$ cat config.mk
export PLATFORM = sky130hd
export DESIGN_NAME = sclk_rate_gen
export DESIGN_NICKNAME = d
export VERILOG_FILES = /design/src/rtl/sclkdiv_pkg.sv /design/src/rtl/sclkdiv_halfsel.sv /design/src/rtl/sclkdiv_ctrl.sv /design/src/rtl/sclkdiv_edge.sv /design/src/rtl/sclk_rate_gen.sv
export SDC_FILE = /design/constraint.sdc
export NUM_CORES = 1
export LEC_CHECK = 0
export BUFFER_PORTS_ARGS = -buffer_cell sky130_fd_sc_hd__buf_2
export CAP_MARGIN = 20
export CORE_UTILIZATION = 30
export DETAILED_ROUTE_END_ITERATION = 8
export SLEW_MARGIN = 20
export SYNTH_ARGS = -nofsm -noshare
export SYNTH_HDL_FRONTEND = slang
export SYNTH_SLANG_ARGS = --single-unit
$ cat constraint.sdc
create_clock -name clk -period 4.7 [get_ports clk]
set_input_delay 0.47 -clock clk [delete_from_list [all_inputs] [get_ports clk]]
set_output_delay 0.47 -clock clk [all_outputs]
set_load 0.02 [all_outputs]
$ cat src/rtl/sclkdiv_pkg.sv
package sclkdiv_pkg;

  // Strobes passed from the control half to the edge datapath.
  typedef struct packed {
    logic run;     // transfer active, divider counting
    logic toggle;  // current half-period ends at this edge
  } divStrobe_t;

  // Counter width: wide enough for the larger of the two half-periods.
  function automatic int cntWidth(input int linW, input int powW);
    int linNeed;
    int powNeed;
    linNeed = linW + 1;
    powNeed = (1 << powW);
    return (linNeed > powNeed) ? linNeed : powNeed;
  endfunction

endpackage

$ cat src/rtl/sclkdiv_halfsel.sv
module sclkdiv_halfsel #(
  parameter int LIN_W = 8,
  parameter int POW_W = 4,
  parameter int CNT_W = sclkdiv_pkg::cntWidth(LIN_W, POW_W),
  localparam int CFG_W = LIN_W + POW_W + 1
) (
  input  logic [CFG_W-1:0] cfgLive,
  output logic [CNT_W-1:0] halfLen
);

  localparam int MODE_BIT = LIN_W + POW_W;

  logic [LIN_W-1:0] linField;
  logic [POW_W-1:0] powField;
  logic             linMode;
  logic [CNT_W-1:0] linHalf;
  logic [CNT_W-1:0] powHalf;

  assign linField = cfgLive[LIN_W-1:0];
  assign powField = cfgLive[MODE_BIT-1:LIN_W];
  assign linMode  = cfgLive[MODE_BIT];

  assign linHalf = CNT_W'(linField) + CNT_W'(1);
  assign powHalf = CNT_W'(1) << powField;

  assign halfLen = linMode ? linHalf : powHalf;

endmodule

$ cat src/rtl/sclkdiv_ctrl.sv
module sclkdiv_ctrl
  import sclkdiv_pkg::*;
#(
  parameter int LIN_W = 8,
  parameter int POW_W = 4,
  localparam int CFG_W = LIN_W + POW_W + 1,
  localparam int CNT_W = cntWidth(LIN_W, POW_W)
) (
  input  logic             clk,
  input  logic             rst_n,
  input  logic             cfgWe,
  input  logic [CFG_W-1:0] cfgData,
  input  logic             xferActive,
  output divStrobe_t       stb
);

  logic [CFG_W-1:0] cfgStage;
  logic [CFG_W-1:0] cfgLive;
  logic [CNT_W-1:0] halfLen;
  logic [CNT_W-1:0] halfCnt;
  logic             halfEnd;

  // Staging register takes every write.
  always_ff @(posedge clk) begin
    if (!rst_n) cfgStage <= '0;
    else if (cfgWe) cfgStage <= cfgData;
  end

  // Live register follows the staged value only while idle; a write in
  // the same idle cycle is passed straight through.
  always_ff @(posedge clk) begin
    if (!rst_n) cfgLive <= '0;
    else if (!xferActive) cfgLive <= cfgWe ? cfgData : cfgStage;
  end

  sclkdiv_halfsel #(
    .LIN_W(LIN_W),
    .POW_W(POW_W),
    .CNT_W(CNT_W)
  ) u_halfsel (
    .cfgLive(cfgLive),
    .halfLen(halfLen)
  );

  assign halfEnd = (halfCnt == halfLen - CNT_W'(1));

  always_ff @(posedge clk) begin
    if (!rst_n)           halfCnt <= '0;
    else if (!xferActive) halfCnt <= '0;
    else if (halfEnd)     halfCnt <= '0;
    else                  halfCnt <= halfCnt + CNT_W'(1);
  end

  assign stb.run    = xferActive;
  assign stb.toggle = xferActive & halfEnd;


  live_cfg_frozen_chk: assert property (@(posedge clk) disable iff (!rst_n)
    $past(xferActive) |-> $stable(cfgLive));


  cnt_in_range_chk: assert property (@(posedge clk) disable iff (!rst_n)
    halfCnt < halfLen);


  cnt_idle_clear_chk: assert property (@(posedge clk) disable iff (!rst_n)
    !$past(xferActive) |-> halfCnt == '0);

endmodule

$ cat src/rtl/sclkdiv_edge.sv
module sclkdiv_edge
  import sclkdiv_pkg::*;
(
  input  logic       clk,
  input  logic       rst_n,
  input  logic       cpol,
  input  divStrobe_t stb,
  output logic       sclk,
  output logic       leadStb,
  output logic       trailStb
);

  always_ff @(posedge clk) begin
    if (!rst_n) begin
      sclk     <= 1'b0;
      leadStb  <= 1'b0;
      trailStb <= 1'b0;
    end else if (!stb.run) begin
      sclk     <= cpol;
      leadStb  <= 1'b0;
      trailStb <= 1'b0;
    end else if (stb.toggle) begin
      sclk     <= ~sclk;
      leadStb  <= (sclk == cpol);
      trailStb <= (sclk != cpol);
    end else begin
      leadStb  <= 1'b0;
      trailStb <= 1'b0;
    end
  end


  one_strobe_chk: assert property (@(posedge clk) disable iff (!rst_n)
    !(leadStb && trailStb));


  lead_level_chk: assert property (@(posedge clk) disable iff (!rst_n)
    leadStb |-> (sclk != $past(sclk)) && (sclk != $past(cpol)));


  trail_level_chk: assert property (@(posedge clk) disable iff (!rst_n)
    trailStb |-> (sclk != $past(sclk)) && (sclk == $past(cpol)));


  idle_quiet_chk: assert property (@(posedge clk) disable iff (!rst_n)
    !$past(stb.run) |-> !leadStb && !trailStb && (sclk == $past(cpol)));

endmodule

$ cat src/rtl/sclk_rate_gen.sv
module sclk_rate_gen
  import sclkdiv_pkg::*;
#(
  parameter int LIN_W = 8,
  parameter int POW_W = 4,
  localparam int CFG_W = LIN_W + POW_W + 1
) (
  input  logic             clk,
  input  logic             rst_n,
  input  logic             cfgWe,
  input  logic [CFG_W-1:0] cfgData,
  input  logic             xferActive,
  input  logic             cpol,
  output logic             sclk,
  output logic             leadStb,
  output logic             trailStb
);

  divStrobe_t divStb;

  sclkdiv_ctrl #(
    .LIN_W(LIN_W),
    .POW_W(POW_W)
  ) u_ctrl (
    .clk(clk),
    .rst_n(rst_n),
    .cfgWe(cfgWe),
    .cfgData(cfgData),
    .xferActive(xferActive),
    .stb(divStb)
  );

  sclkdiv_edge u_edge (
    .clk(clk),
    .rst_n(rst_n),
    .cpol(cpol),
    .stb(divStb),
    .sclk(sclk),
    .leadStb(leadStb),
    .trailStb(trailStb)
  );


  toggle_needs_run_chk: assert property (@(posedge clk) disable iff (!rst_n)
    (sclk != $past(sclk)) && $past(divStb.run) |-> (leadStb || trailStb));

endmodule

* Word-level counts from Yosys, hierarchy flattened *
Index checks and enable logic that the tools add are counted.

word-level totals
  memories kept = 0
  register bits after elaboration = 45
  logic and storage cells = 24
  bits in latches = 0
  ROM bits = 0
  output and inout port bits = 3
  bits in writable memories = 0

cells by class
  add/sub/neg operators = 3
  shift-type cells = 1
  bitwise operators = 4
  equal/unequal tests = 4
  reductions and logical operators = 2
  order comparisons = 0
  divide/modulo/power cells = 0
  multipliers = 0
  muxes and demuxes = 4

operator list
  kind                                                 count
  adder 16 x 1 -> 16 bit (second input constant)       1
  == test 16 bit                                       1
  2-to-1 mux 16 bit                                    1
  left shift 1 x 4 -> 16 bit (first input constant)    1
  subtractor 16 x 1 -> 16 bit (second input constant)  1
  2-to-1 mux 13 bit                                    1
  adder 8 x 1 -> 9 bit (second input constant)         1
  NOT 1 bit                                            3
  AND reduction 3 bit                                  1
  OR reduction 3 bit                                   1
  2-to-1 mux 1 bit                                     2
  != test 2 x 1 -> 1 bit (second input constant)       1
  AND 1 bit                                            1
  == test 1 bit                                        1
  != test 1 bit                                        1

* Logic depth before layout (Yosys ltp) *
Gate-level depths: netlist of the first run.

  depth after elaboration = 7
  mapped depth = 15

* Cells and area by module *
From an unflattened synthesis of the first run, not the netlist that was laid out.

unflattened totals
  cells, all modules = 294
  area total of the unflattened synthesis = 2542.4 sq um

modules (own cells, without submodules)
  module           area each (sq um)  times used  cells an instance
  sclkdiv_ctrl     2122.0             1           231
  sclkdiv_halfsel  315.3              1           53
  sclkdiv_edge     105.1              1           10

* Least setup slack after synthesis of the first run *
No wires, ideal clock.

  path kind = reg2reg
  from = reg u_ctrl.cfgLive[1]
  to = reg u_ctrl.halfCnt[12]
  stages on the path, launching flop included = 13
  slack = 1.299 ns
  path buffers = 3
  required time = 4.585 ns
  data arrival time = 3.286 ns
  cells stage by stage = dfxtp_1 -> ha_1 -> clkbuf_1 -> a211oi_1 -> or2_1 -> or4_1 -> buf_2 -> or4_4 -> a2bb2o_4 -> nor4_4 -> a31o_4 -> buf_12 -> nor2_2

between the ends
  word-level cells in the longest chain between the ends = 5

RTL lines
  item                                 line                   text
  start: declaration                   sclkdiv_ctrl.sv:18     logic [CFG_W-1:0] cfgLive;
  start signal: assignment             sclkdiv_ctrl.sv:33     else if (!xferActive) cfgLive <= cfgWe ? cfgData : cfgStage;
  adder 8 x 1 -> 9 bit                 sclkdiv_halfsel.sv:23  assign linHalf = CNT_W'(linField) + CNT_W'(1);
  2-to-1 mux 16 bit                    sclkdiv_halfsel.sv:26  assign halfLen = linMode ? linHalf : powHalf;
  subtractor 16 x 1 -> 16 bit          sclkdiv_ctrl.sv:45     assign halfEnd = (halfCnt == halfLen - CNT_W'(1));
  == test 16 bit                       sclkdiv_ctrl.sv:45
  OR reduction 3 bit (no source line)  n/a
  end signal: assignment               sclkdiv_ctrl.sv:51     else halfCnt <= halfCnt + CNT_W'(1);
  end: declaration                     sclkdiv_ctrl.sv:20     logic [CNT_W-1:0] halfCnt;

Every way passes these cells.
A chain may end at the register's enable or synchronous reset.

* Final worst setup path of the first run *
  from = reg u_ctrl.cfgLive[0]
  to = reg u_ctrl.halfCnt[15]

The elaborated chain is that of the path after synthesis.

==> results of run 1 <==
==> critical path, delay by kind of cell (launching register included) <==
family          cells  cell delay (ps)
flops               1              500
fa+ha+maj           1              380
compound gates      3              760
simple gates        5             1900
==> area by class of cell <==
| type | count | area [µm²] |
|---|---|---|
| Timing Repair Buffer | 20 | 100.1 |
| Inverter | 17 | 63.81 |
| Fill cell | 941 | 5876 |
| Sequential cell | 45 | 900.9 |
| Tap cell | 108 | 135.1 |
| Multi-Input combinational cell | 248 | 1729 |
| Clock buffer | 7 | 86.33 |
==> state kept, by name (all words and copies together), names as in the netlist <==
| register | count |
|---|---|
| u_ctrl.cfgLive | 13 |
| u_edge.leadStb | 1 |
| u_edge.trailStb | 1 |
| u_ctrl.cfgStage | 13 |
| u_ctrl.halfCnt | 16 |
| u_edge.sclk | 1 |
==> stage by stage <==
stage          total power [mW]    util  worst slack, ps  instance area [µm²]  hold slack, ps
2_1_floorplan            0.5919       -             1299                 2801           450.2
3_3_place_gp             0.6299  0.3294             1179                 2929           477.1
3_5_place_dp             0.6325  0.3294             1080                 2929           485.8
4_1_cts                  0.8758  0.3392             1062                 3015           480.8
5_1_grt                  0.9152  0.3392            872.1                 3015           493.5
6_report                 0.8685  0.3392             1036                 3015           475.4
==> routing by layer <==
layer  routed length [µm]  part of all wire  vias up
li1                     -                 -     1191
met1                 3086              0.48     1089
met2                 2965              0.47       46
met3                  234             0.037        7
met4                   88             0.014        0
met5                    0                 0        -
==> placed cells by master, fill, tap and decap left out, types with 2 or more instances in the layout <==
master and count:
inv_1 17, a2bb2oi_1 13, o31ai_1 3, ha_1 3
nand2_1 20, mux2i_1 14, nor2_2 10, nor3_1 4
dfxtp_1 45, nand2b_1 3, a31oi_1 6, nor4_1 3
and2_1 2, a211oi_1 2, nor2b_1 16, or4_1 6
a21oi_1 9, nand4_1 2, o41ai_1 2, xnor2_1 17
clkbuf_8 6, or3_1 3, mux2_2 2, o21ai_0 16
and3_1 8, buf_2 20, nor3b_1 4, nand3_1 20
nor2_1 16, and4_1 2, xor2_1 16, o211ai_1 4
a31o_2 2
==> final timing paths <==
kind                                    endpoint  slack (ps)                           start
setup / recovery   u_ctrl.halfCnt[15]$_SDFF_PP0_        1040  u_ctrl.cfgLive[0]$_SDFFE_PN0N_
hold reg to reg   u_ctrl.cfgLive[5]$_SDFFE_PN0N_         500  u_ctrl.cfgLive[5]$_SDFFE_PN0N_
hold / removal     u_ctrl.cfgStage[8]$_SDFF_PN0_         480                      cfgData[8]
setup reg to reg   u_ctrl.halfCnt[15]$_SDFF_PP0_        1040  u_ctrl.cfgLive[0]$_SDFFE_PN0N_
==> power by group <==
part	internal (mW)	switching (mW)	total, mW
sequential	0.399	0.0259	0.424
clock	0.117	0.127	0.244
combinational	0.0893	0.111	0.200
total	0.605	0.264	0.869
==> logic make-up (layout without fill, tap and decap cells) <==
logic type | after synthesis | count (layout)
and+or+nand+nor | 126 | 126
AOI/OAI and AO/OA | 70 | 70
DFF | 45 | 45
buffers and inverters | 39 | 44
xor gates and xnor gates | 33 | 33
muxes | 16 | 16
adders and majority gates | 3 | 3
==> impl_metrics.env, run 1 <==
export IMPL_status="completed"
export IMPL_place_hpwl_mm=4.840
export IMPL_area_growth_pct=7.637
export IMPL_drive_above_1_share=0.1424
export IMPL_syn_avg_cell_area_um2=8.438
export IMPL_critPathMaxStageDelay_ps=620
export IMPL_worstSetupStartpointType="flip-flop"
export IMPL_endpoint_kind="flip-flop"
export IMPL_yosys_top_cells_count="dfxtp_1, nand2_1, nand3_1"
export IMPL_cts_buffers=5
export IMPL_clkTransAtPathRegs_ps=80
export IMPL_yosys_warnings=0
export IMPL_ant_nets=0
export IMPL_grtUsageMet1=0.1907
export IMPL_timing_fmax_mhz=272.9
export IMPL_synth_top_family_by_area="simple AND/OR/NAND/NOR gates"
export IMPL_synth_top_area_cell="dfxtp_1"
export IMPL_dieArea_um2=9729
export IMPL_ctsResizeCount=0
export IMPL_synth_cell_types=56
export IMPL_grt_pass1_vias=2294
export IMPL_gp_congestion=0.9182
export IMPL_dp_cells=438
export IMPL_seq_area_frac_synth=0.3216
export IMPL_synth_async_reset_ratio=0
export IMPL_grt_overflow_total=0
export IMPL_grt_use_total=0.1390
export IMPL_cts_sinks=45
export IMPL_path_cells="ha_1 -> a211oi_1 -> or2_1 -> or4_1 -> or4_4 -> a2bb2o_4 -> nor4_4 -> a31o_4 -> nor2_1"
export IMPL_syn_area_um2=2801
export IMPL_netlist_area_leader_share=0.3216
export IMPL_tritoncts="built"
export IMPL_wl_mm=6.374
export IMPL_rsz0062_at_grt="no"
export IMPL_grt_max_degree=22
export IMPL_ys_seq_elements=45
export IMPL_crit_path_top_delay_cell="or4_1"
export IMPL_ys_flop_type="dfxtp_1"
export IMPL_tightest_slew_ps=650.2
export IMPL_h_tree_depth=2
export IMPL_antenna_cells=0
export IMPL_synth_simple_area_share=0.2577
export IMPL_synth_fa_ha_area_frac=0.01340
export IMPL_cp_required_ps=4890
export IMPL_period_share=0.7796
export IMPL_worstPathMaxFanout=15
export IMPL_min_period_ps=3664
export IMPL_max_cap_violations=0
export IMPL_hold_viol=0
export IMPL_leakagePower_nw=1.108
export IMPL_synth_edf_count=0
export IMPL_clock_skew_ps=5.789
export IMPL_netlist_instances=332
export IMPL_dr_pass1_iters=4
export IMPL_tns_ps=0
export IMPL_clockBufferDepth=2
export IMPL_cts_hold_buf=0
export IMPL_final_cells=445
export IMPL_synth_xor_area_frac=0.1032
export IMPL_grtUsageMet2=0.2264
export IMPL_rr_worst_depth=9
export IMPL_synth_compound_area_frac=0.1849
export IMPL_worstHoldPathCells=3
export IMPL_rows=34
export IMPL_clock_latency_ps=300
export IMPL_synthesis_nets=353
export IMPL_layout_nets=358
export IMPL_worstSetupPathType="reg2reg"
export IMPL_synth_area_leaders="dfxtp_1, xnor2_1, mux2i_1"
export IMPL_root_buffer="clkbuf_8"
export IMPL_dieHeight_um=98.64
export IMPL_synth_mux_area_frac=0.05806
export IMPL_core_um2=8891
export IMPL_initial_core_util=0.3151
export IMPL_io_buffers=20
export IMPL_grt_first_pass_wirelength_mm=11.08
export IMPL_power_density_nw_per_um2=288.0
export IMPL_yosysMostFrequentCell="dfxtp_1"
export IMPL_vias=2333
export IMPL_setup_violations=0
export IMPL_via_per_inst=5.243
export IMPL_wl_per_cell_um=14.32
export IMPL_io_pins=21
export IMPL_antenna_found_initial=0
export IMPL_hold_class="in2reg"
export IMPL_report_final_slew_viol_count=0
export IMPL_critPathArrivalTime_ps=3850
export IMPL_first_iter_violations=134
export IMPL_max_slew_margin=0.5620
export IMPL_cts_setup_buffers=0
export IMPL_met3_usage=0.02128
export IMPL_die_x_um=98.64
export IMPL_grt_busiest_layer="met2"
export IMPL_route_detailed_drc=0
export IMPL_peakVddDrop_mv=0.1393
(Power assumes the default switching activity.)
==> inputs of run 2 (changes only) <==
Clock period 4.7 ns to 2.9 ns, I/O delays scaled along.
==> run 2 against run 1 <==
The run now ends with setup timing left. Clock-buffer cell count fell by 1. Utilization rose by 6.8 points. Setup slack got worse by 1100 ps. Critical endpoint is now u_ctrl.halfCnt[14]$_SDFF_PP0_. Cell area rose by 20%. Clock power rose by 59%. Clock skew fell by 2.2 ps. Sequential share of layout area fell by 4.8 points. Largest power group unchanged.
==> impl_metrics.env, run 2 (synthesis gave the netlist of run 1 again) <==
export IMPL_endpoint_kind="flip-flop"
export IMPL_setup_slack_ps=-109.2
export IMPL_crit_path_top_delay_cell="or4_4"
export IMPL_multiInputGateArea_um2=1874
export IMPL_cp_required_ps=3100
export IMPL_via_per_inst=5.266
export IMPL_layout_nets=419
export IMPL_critical_path_depth=11
export IMPL_core_um2=8891
export IMPL_rrSetupSlack_ps=-110
export IMPL_initial_core_util=0.3151
export IMPL_hold_class="in2reg"
export IMPL_drive_above_1_share=0.3333
export IMPL_violations="setup timing"
export IMPL_final_cell_mix="buf_4, dfxtp_1, nand3_1, buf_2, nand2_1"
export IMPL_clkTransAtPathRegs_ps=80
export IMPL_max_cap_violations=0
export IMPL_antenna_cells=0
export IMPL_dr_pass1_iters=4
export IMPL_final_cells=507
export IMPL_hold_slack_ps=290.8
export IMPL_grt_pass1_vias=2581
export IMPL_dp_cells=490
export IMPL_min_delay_start="cpol"
export IMPL_timing_rr_start="u_ctrl.cfgLive[1]$_SDFFE_PN0N_"
export IMPL_h_tree_depth=2
export IMPL_grt_first_pass_wirelength_mm=12.39
export IMPL_worstPathMaxFanout=8
export IMPL_timing_fmax_mhz=332.3
export IMPL_rr_worst_depth=11
export IMPL_largest_reg_flops=16
export IMPL_grt_max_degree=17
export IMPL_rsz0062_at_grt="yes"
export IMPL_status="finished, violations left"
export IMPL_setup_violations=19
export IMPL_path_cells="ha_4 -> and4_1 -> or2_1 -> or4_4 -> buf_6 -> nor4b_4 -> xnor2_2 -> a2111oi_4 -> buf_4 -> a31o_4 -> nor2_1"
export IMPL_worstHoldPathCells=3
export IMPL_min_period_ps=3009
export IMPL_fillCellCount=882
export IMPL_max_slew_margin=0.6372
export IMPL_root_buffer="clkbuf_8"
export IMPL_hold_viol=0
export IMPL_cts_hold_buf=0
export IMPL_cts_buffers=5
export IMPL_wl_per_cell_um=14.56
export IMPL_report_final_slew_viol_count=0
export IMPL_place_hpwl_mm=5.502
export IMPL_critPathArrivalTime_ps=3210
export IMPL_layout_commonest_cell="buf_4"
export IMPL_dp_slack_ps=-198.1
export IMPL_r2r_end="u_ctrl.halfCnt[14]$_SDFF_PP0_"
export IMPL_worstSetupPathType="reg2reg"
export IMPL_first_iter_violations=153
export IMPL_route_detailed_drc=0
export IMPL_clockBufferDepth=2
export IMPL_largest_register="u_ctrl.halfCnt"
export IMPL_dieArea_um2=9729
export IMPL_grt_use_total=0.1576
export IMPL_rows=34
export IMPL_leakagePower_nw=1.446
export IMPL_clock_skew_ps=3.550
export IMPL_die_x_um=98.64
export IMPL_clock_latency_ps=300
export IMPL_dieHeight_um=98.64
export IMPL_critPathTopFamily="simple AND/OR/NAND/NOR gates"
export IMPL_period_share=1.038
export IMPL_peakVddDrop_mv=0.2037
export IMPL_power_density_nw_per_um2=438.4
export IMPL_top_regs="u_ctrl.halfCnt x16, u_ctrl.cfgLive x13, u_ctrl.cfgStage x13"
export IMPL_regArea_um2=908.4
export IMPL_cts_sinks=45
export IMPL_hold_end="u_edge.trailStb$_SDFF_PN0_"
export IMPL_worstPathBufferInverterCount=2
export IMPL_area_growth_pct=29.30
export IMPL_io_buffers=20
export IMPL_tns_ps=-1891
export IMPL_vias=2670
export IMPL_ant_nets=0
export IMPL_gp_congestion=1.036
export IMPL_tightest_slew_ps=537.1
export IMPL_grt_overflow_total=0
export IMPL_critPathMaxStageDelay_ps=560
export IMPL_antenna_found_initial=0
export IMPL_worstSetupStartpointType="flip-flop"
export IMPL_io_pins=21
export IMPL_tritoncts="built"
export IMPL_wl_mm=7.381
[run 2: worst min-delay path, cell delays in order]
cell and delay (ps):
buf_2 90, xnor2_1 130, nor3_1 50
[run 2: layer usage]
layer	part of all wire	track usage	vias up	wire length [µm]
met1	0.48	0.2135	1277	3519
li1	-	-	1323	-
met3	0.041	0.02908	10	299
met5	0	0	-	0
met2	0.47	0.2573	60	3442
met4	0.016	0.04248	0	119
[run 2: what timing repair did]
item                                    in CTS  in global routing
endpoints found under the setup margin      19                 19
resized for setup                           16                 15
pin swaps                                   16                  9
setup buffers                                7                  1
gates cloned                                 1                  0
[run 2: layout make-up]
| type | instances | area share |
|---|---|---|
| multi-input combinational | 249 | 0.5174 |
| tap | 108 | 0.03731 |
| timing repair buffer | 80 | 0.1541 |
| inverter | 17 | 0.01762 |
| sequential | 45 | 0.2508 |
| clock buffer | 6 | 0.02003 |
| clock inverter | 2 | 0.002763 |
[run 2: how the worst max path moves through the flow]
stage	end	slack, ps	start
5_1_grt	u_ctrl.halfCnt[13]$_SDFF_PP0_	-230	u_ctrl.cfgLive[1]$_SDFFE_PN0N_
6_report	u_ctrl.halfCnt[14]$_SDFF_PP0_	-110	u_ctrl.cfgLive[1]$_SDFFE_PN0N_
4_1_cts	u_edge.sclk$_SDFFE_PN0P_	-100	u_ctrl.cfgLive[1]$_SDFFE_PN0N_
3_5_place_dp	u_ctrl.halfCnt[3]$_SDFF_PP0_	-200	u_ctrl.cfgLive[12]$_SDFFE_PN0N_
3_3_place_gp	u_ctrl.halfCnt[15]$_SDFF_PP0_	-190	u_ctrl.cfgLive[12]$_SDFFE_PN0N_
2_1_floorplan	u_ctrl.halfCnt[0]$_SDFF_PP0_	-140	u_ctrl.cfgLive[1]$_SDFFE_PN0N_
[run 2: power by group]
part / switching [mW] / total, mW / leakage, nW / internal (mW)
Clock: 0.220 / 0.387 / 0.0450 / 0.167
Sequential: 0.0224 / 0.669 / 0.371 / 0.647
Combinational: 0.265 / 0.532 / 1.03 / 0.267
[run 2: per-stage QoR]
step,total power [mW],utilization,area (µm²)
2_1_floorplan,0.9762,-,2851
3_3_place_gp,1.133,0.3771,3353
3_5_place_dp,1.137,0.3771,3353
4_1_cts,1.565,0.3988,3546
5_1_grt,1.669,0.4074,3622
6_report,1.588,0.4074,3622
==> inputs of run 3 (changes only) <==
Settings changed: CAP_MARGIN 20 to unset.
Clock period 2.9 ns to 2.8 ns, I/O delays scaled along.
==> run 3 against run 2 <==
The flow still finishes with violations (setup timing). Die area unchanged. Worst hold slack worse by 4.7 ps. Utilization down 0.72 points. Sequential power up 3.0%. Wire length down 2.8%. Critical endpoint is now u_edge.sclk$_SDFFE_PN0P_.
==> impl_metrics.env, run 3 (synthesis gave the netlist of run 1 again) <==
export IMPL_final_cell_mix="buf_4, dfxtp_1, nand2_1, buf_2, nand3_1"
export IMPL_setup_violations=19
export IMPL_path_cells="and4_1 -> and4_1 -> or2_1 -> or4_4 -> or4_4 -> a2bb2o_4 -> nor4_4 -> buf_6 -> buf_6 -> a31o_2 -> a31oi_1"
export IMPL_tritoncts="built"
export IMPL_period_share=1.080
export IMPL_leakagePower_nw=1.395
export IMPL_dieHeight_um=98.64
export IMPL_violations="setup timing"
export IMPL_antenna_cells=0
export IMPL_rows=34
export IMPL_min_period_ps=3024
export IMPL_tightest_slew_ps=599.7
export IMPL_peakVddDrop_mv=0.2393
export IMPL_io_buffers=20
export IMPL_h_tree_depth=2
export IMPL_first_iter_violations=117
export IMPL_cts_sinks=45
export IMPL_cts_hold_buf=0
export IMPL_worstPathMaxFanout=5
export IMPL_critPathArrivalTime_ps=3200
export IMPL_cts_buffers=5
export IMPL_fillCellCount=877
export IMPL_crit_path_top_delay_cell="or4_4"
export IMPL_largest_reg_flops=16
export IMPL_io_pins=21
export IMPL_max_slew_margin=0.5959
export IMPL_hold_viol=0
export IMPL_max_cap_violations=0
export IMPL_layout_nets=415
export IMPL_worstPathBufferInverterCount=2
export IMPL_ant_nets=0
export IMPL_power_density_nw_per_um2=453.3
export IMPL_endpoint_kind="flip-flop"
export IMPL_critPathTopFamily="simple AND/OR/NAND/NOR gates"
export IMPL_wl_per_cell_um=14.27
export IMPL_dieArea_um2=9729
export IMPL_clock_latency_ps=300
export IMPL_core_um2=8891
export IMPL_gp_congestion=0.9072
export IMPL_report_final_slew_viol_count=0
export IMPL_clockBufferDepth=2
export IMPL_setup_slack_ps=-223.6
export IMPL_drive_above_1_share=0.3190
export IMPL_hold_class="in2reg"
export IMPL_tns_ps=-2988
export IMPL_initial_core_util=0.3151
export IMPL_top_regs="u_ctrl.halfCnt x16, u_ctrl.cfgLive x13, u_ctrl.cfgStage x13"
export IMPL_route_detailed_drc=0
export IMPL_status="finished, violations left"
export IMPL_area_growth_pct=27.02
export IMPL_clkTransAtPathRegs_ps=80
export IMPL_grt_max_degree=17
export IMPL_via_per_inst=5.187
export IMPL_root_buffer="clkbuf_8"
export IMPL_worstSetupStartpointType="flip-flop"
export IMPL_grt_pass1_vias=2618
export IMPL_clock_skew_ps=7.083
export IMPL_layout_commonest_cell="buf_4"
export IMPL_dr_pass1_iters=4
export IMPL_wl_mm=7.178
export IMPL_die_x_um=98.64
export IMPL_critPathMaxStageDelay_ps=570
export IMPL_dp_cells=492
export IMPL_largest_register="u_ctrl.halfCnt"
export IMPL_vias=2609
export IMPL_rsz0062_at_grt="yes"
export IMPL_antenna_found_initial=0
export IMPL_place_hpwl_mm=5.456
export IMPL_utilization=0.4002
export IMPL_final_cells=503
export IMPL_worstSetupPathType="reg2reg"
export IMPL_timing_fmax_mhz=330.7
export IMPL_grt_first_pass_wirelength_mm=12.36
export IMPL_cp_required_ps=2970
export IMPL_grt_use_total=0.1579
export IMPL_grt_overflow_total=0
## run 3: cell types whose count changed in the layout (fill, tap and decap cells not counted), sizes merged
cell and delta:
buf -4
## run 3: path summary, 6_finish.rpt
check | from | end | slack [ps] | depth (start not counted)
worst min-delay path | cfgData[5] | u_ctrl.cfgStage[5]$_SDFF_PN0_ | 290 | 3
worst max register to register | u_ctrl.cfgLive[2]$_SDFFE_PN0N_ | u_edge.sclk$_SDFFE_PN0P_ | -220 | 11
worst min register to register | u_ctrl.cfgLive[7]$_SDFFE_PN0N_ | u_ctrl.cfgLive[7]$_SDFFE_PN0N_ | 500 | 2
worst max-delay path | u_ctrl.cfgLive[2]$_SDFFE_PN0N_ | u_edge.sclk$_SDFFE_PN0P_ | -220 | 11
## run 3: worst reg2reg max path: cells and delay by family, from the launching register on
kind	cells	cell delay, ps
buffers and inverters	2	270
DFF	1	320
AOI/OAI and AO/OA	3	430
and+or+nand+nor	6	1870
## run 3: routing by layer
| layer | global-route usage | share of wire | vias up |
|---|---|---|---|
| met4 | 0.04363 | 0.015 | 0 |
| met1 | 0.2016 | 0.48 | 1241 |
| met5 | 0 | 0 | - |
| met2 | 0.2741 | 0.48 | 47 |
| li1 | - | - | 1308 |
| met3 | 0.02695 | 0.031 | 13 |
## run 3: through the flow
| step | cell area, µm² | hold slack [ps] | setup WS, ps | total power, mW |
|---|---|---|---|---|
| floorplan | 2851 | 363.7 | -240.0 | 1.011 |
| global placement | 3368 | 479.4 | -204.9 | 1.184 |
| detailed placement | 3368 | 475.4 | -223.6 | 1.190 |
| CTS | 3505 | 288.1 | -177.3 | 1.606 |
| global route | 3558 | 302.0 | -371.6 | 1.705 |
| finish | 3558 | 286.1 | -223.6 | 1.613 |
## run 3: cell type report
| class | instances | area, µm² | share of cell area |
|---|---|---|---|
| timing repair buffer | 76 | 531.8 | 0.1494 |
| multi-input combinational | 249 | 1837 | 0.5162 |
| sequential | 45 | 908.4 | 0.2553 |
| tap | 108 | 135.1 | 0.03797 |
| clock inverter | 2 | 10.01 | 0.002813 |
| inverter | 17 | 63.81 | 0.01793 |
| clock buffer | 6 | 72.57 | 0.02039 |
## run 3: power breakdown
group	switching [mW]	internal (mW)	leakage, nW
Combinational	0.266	0.263	0.979
Sequential	0.0192	0.670	0.371
Clock	0.222	0.173	0.0450
Total	0.507	1.11	1.39
## run 3: what timing repair did
item / in CTS / in global routing
pin swaps: 6 / 9
endpoints found under the setup margin: 19 / 19
cloned: 1 / 0
gates resized for setup: 9 / 15
buffers inserted: 2 / 0
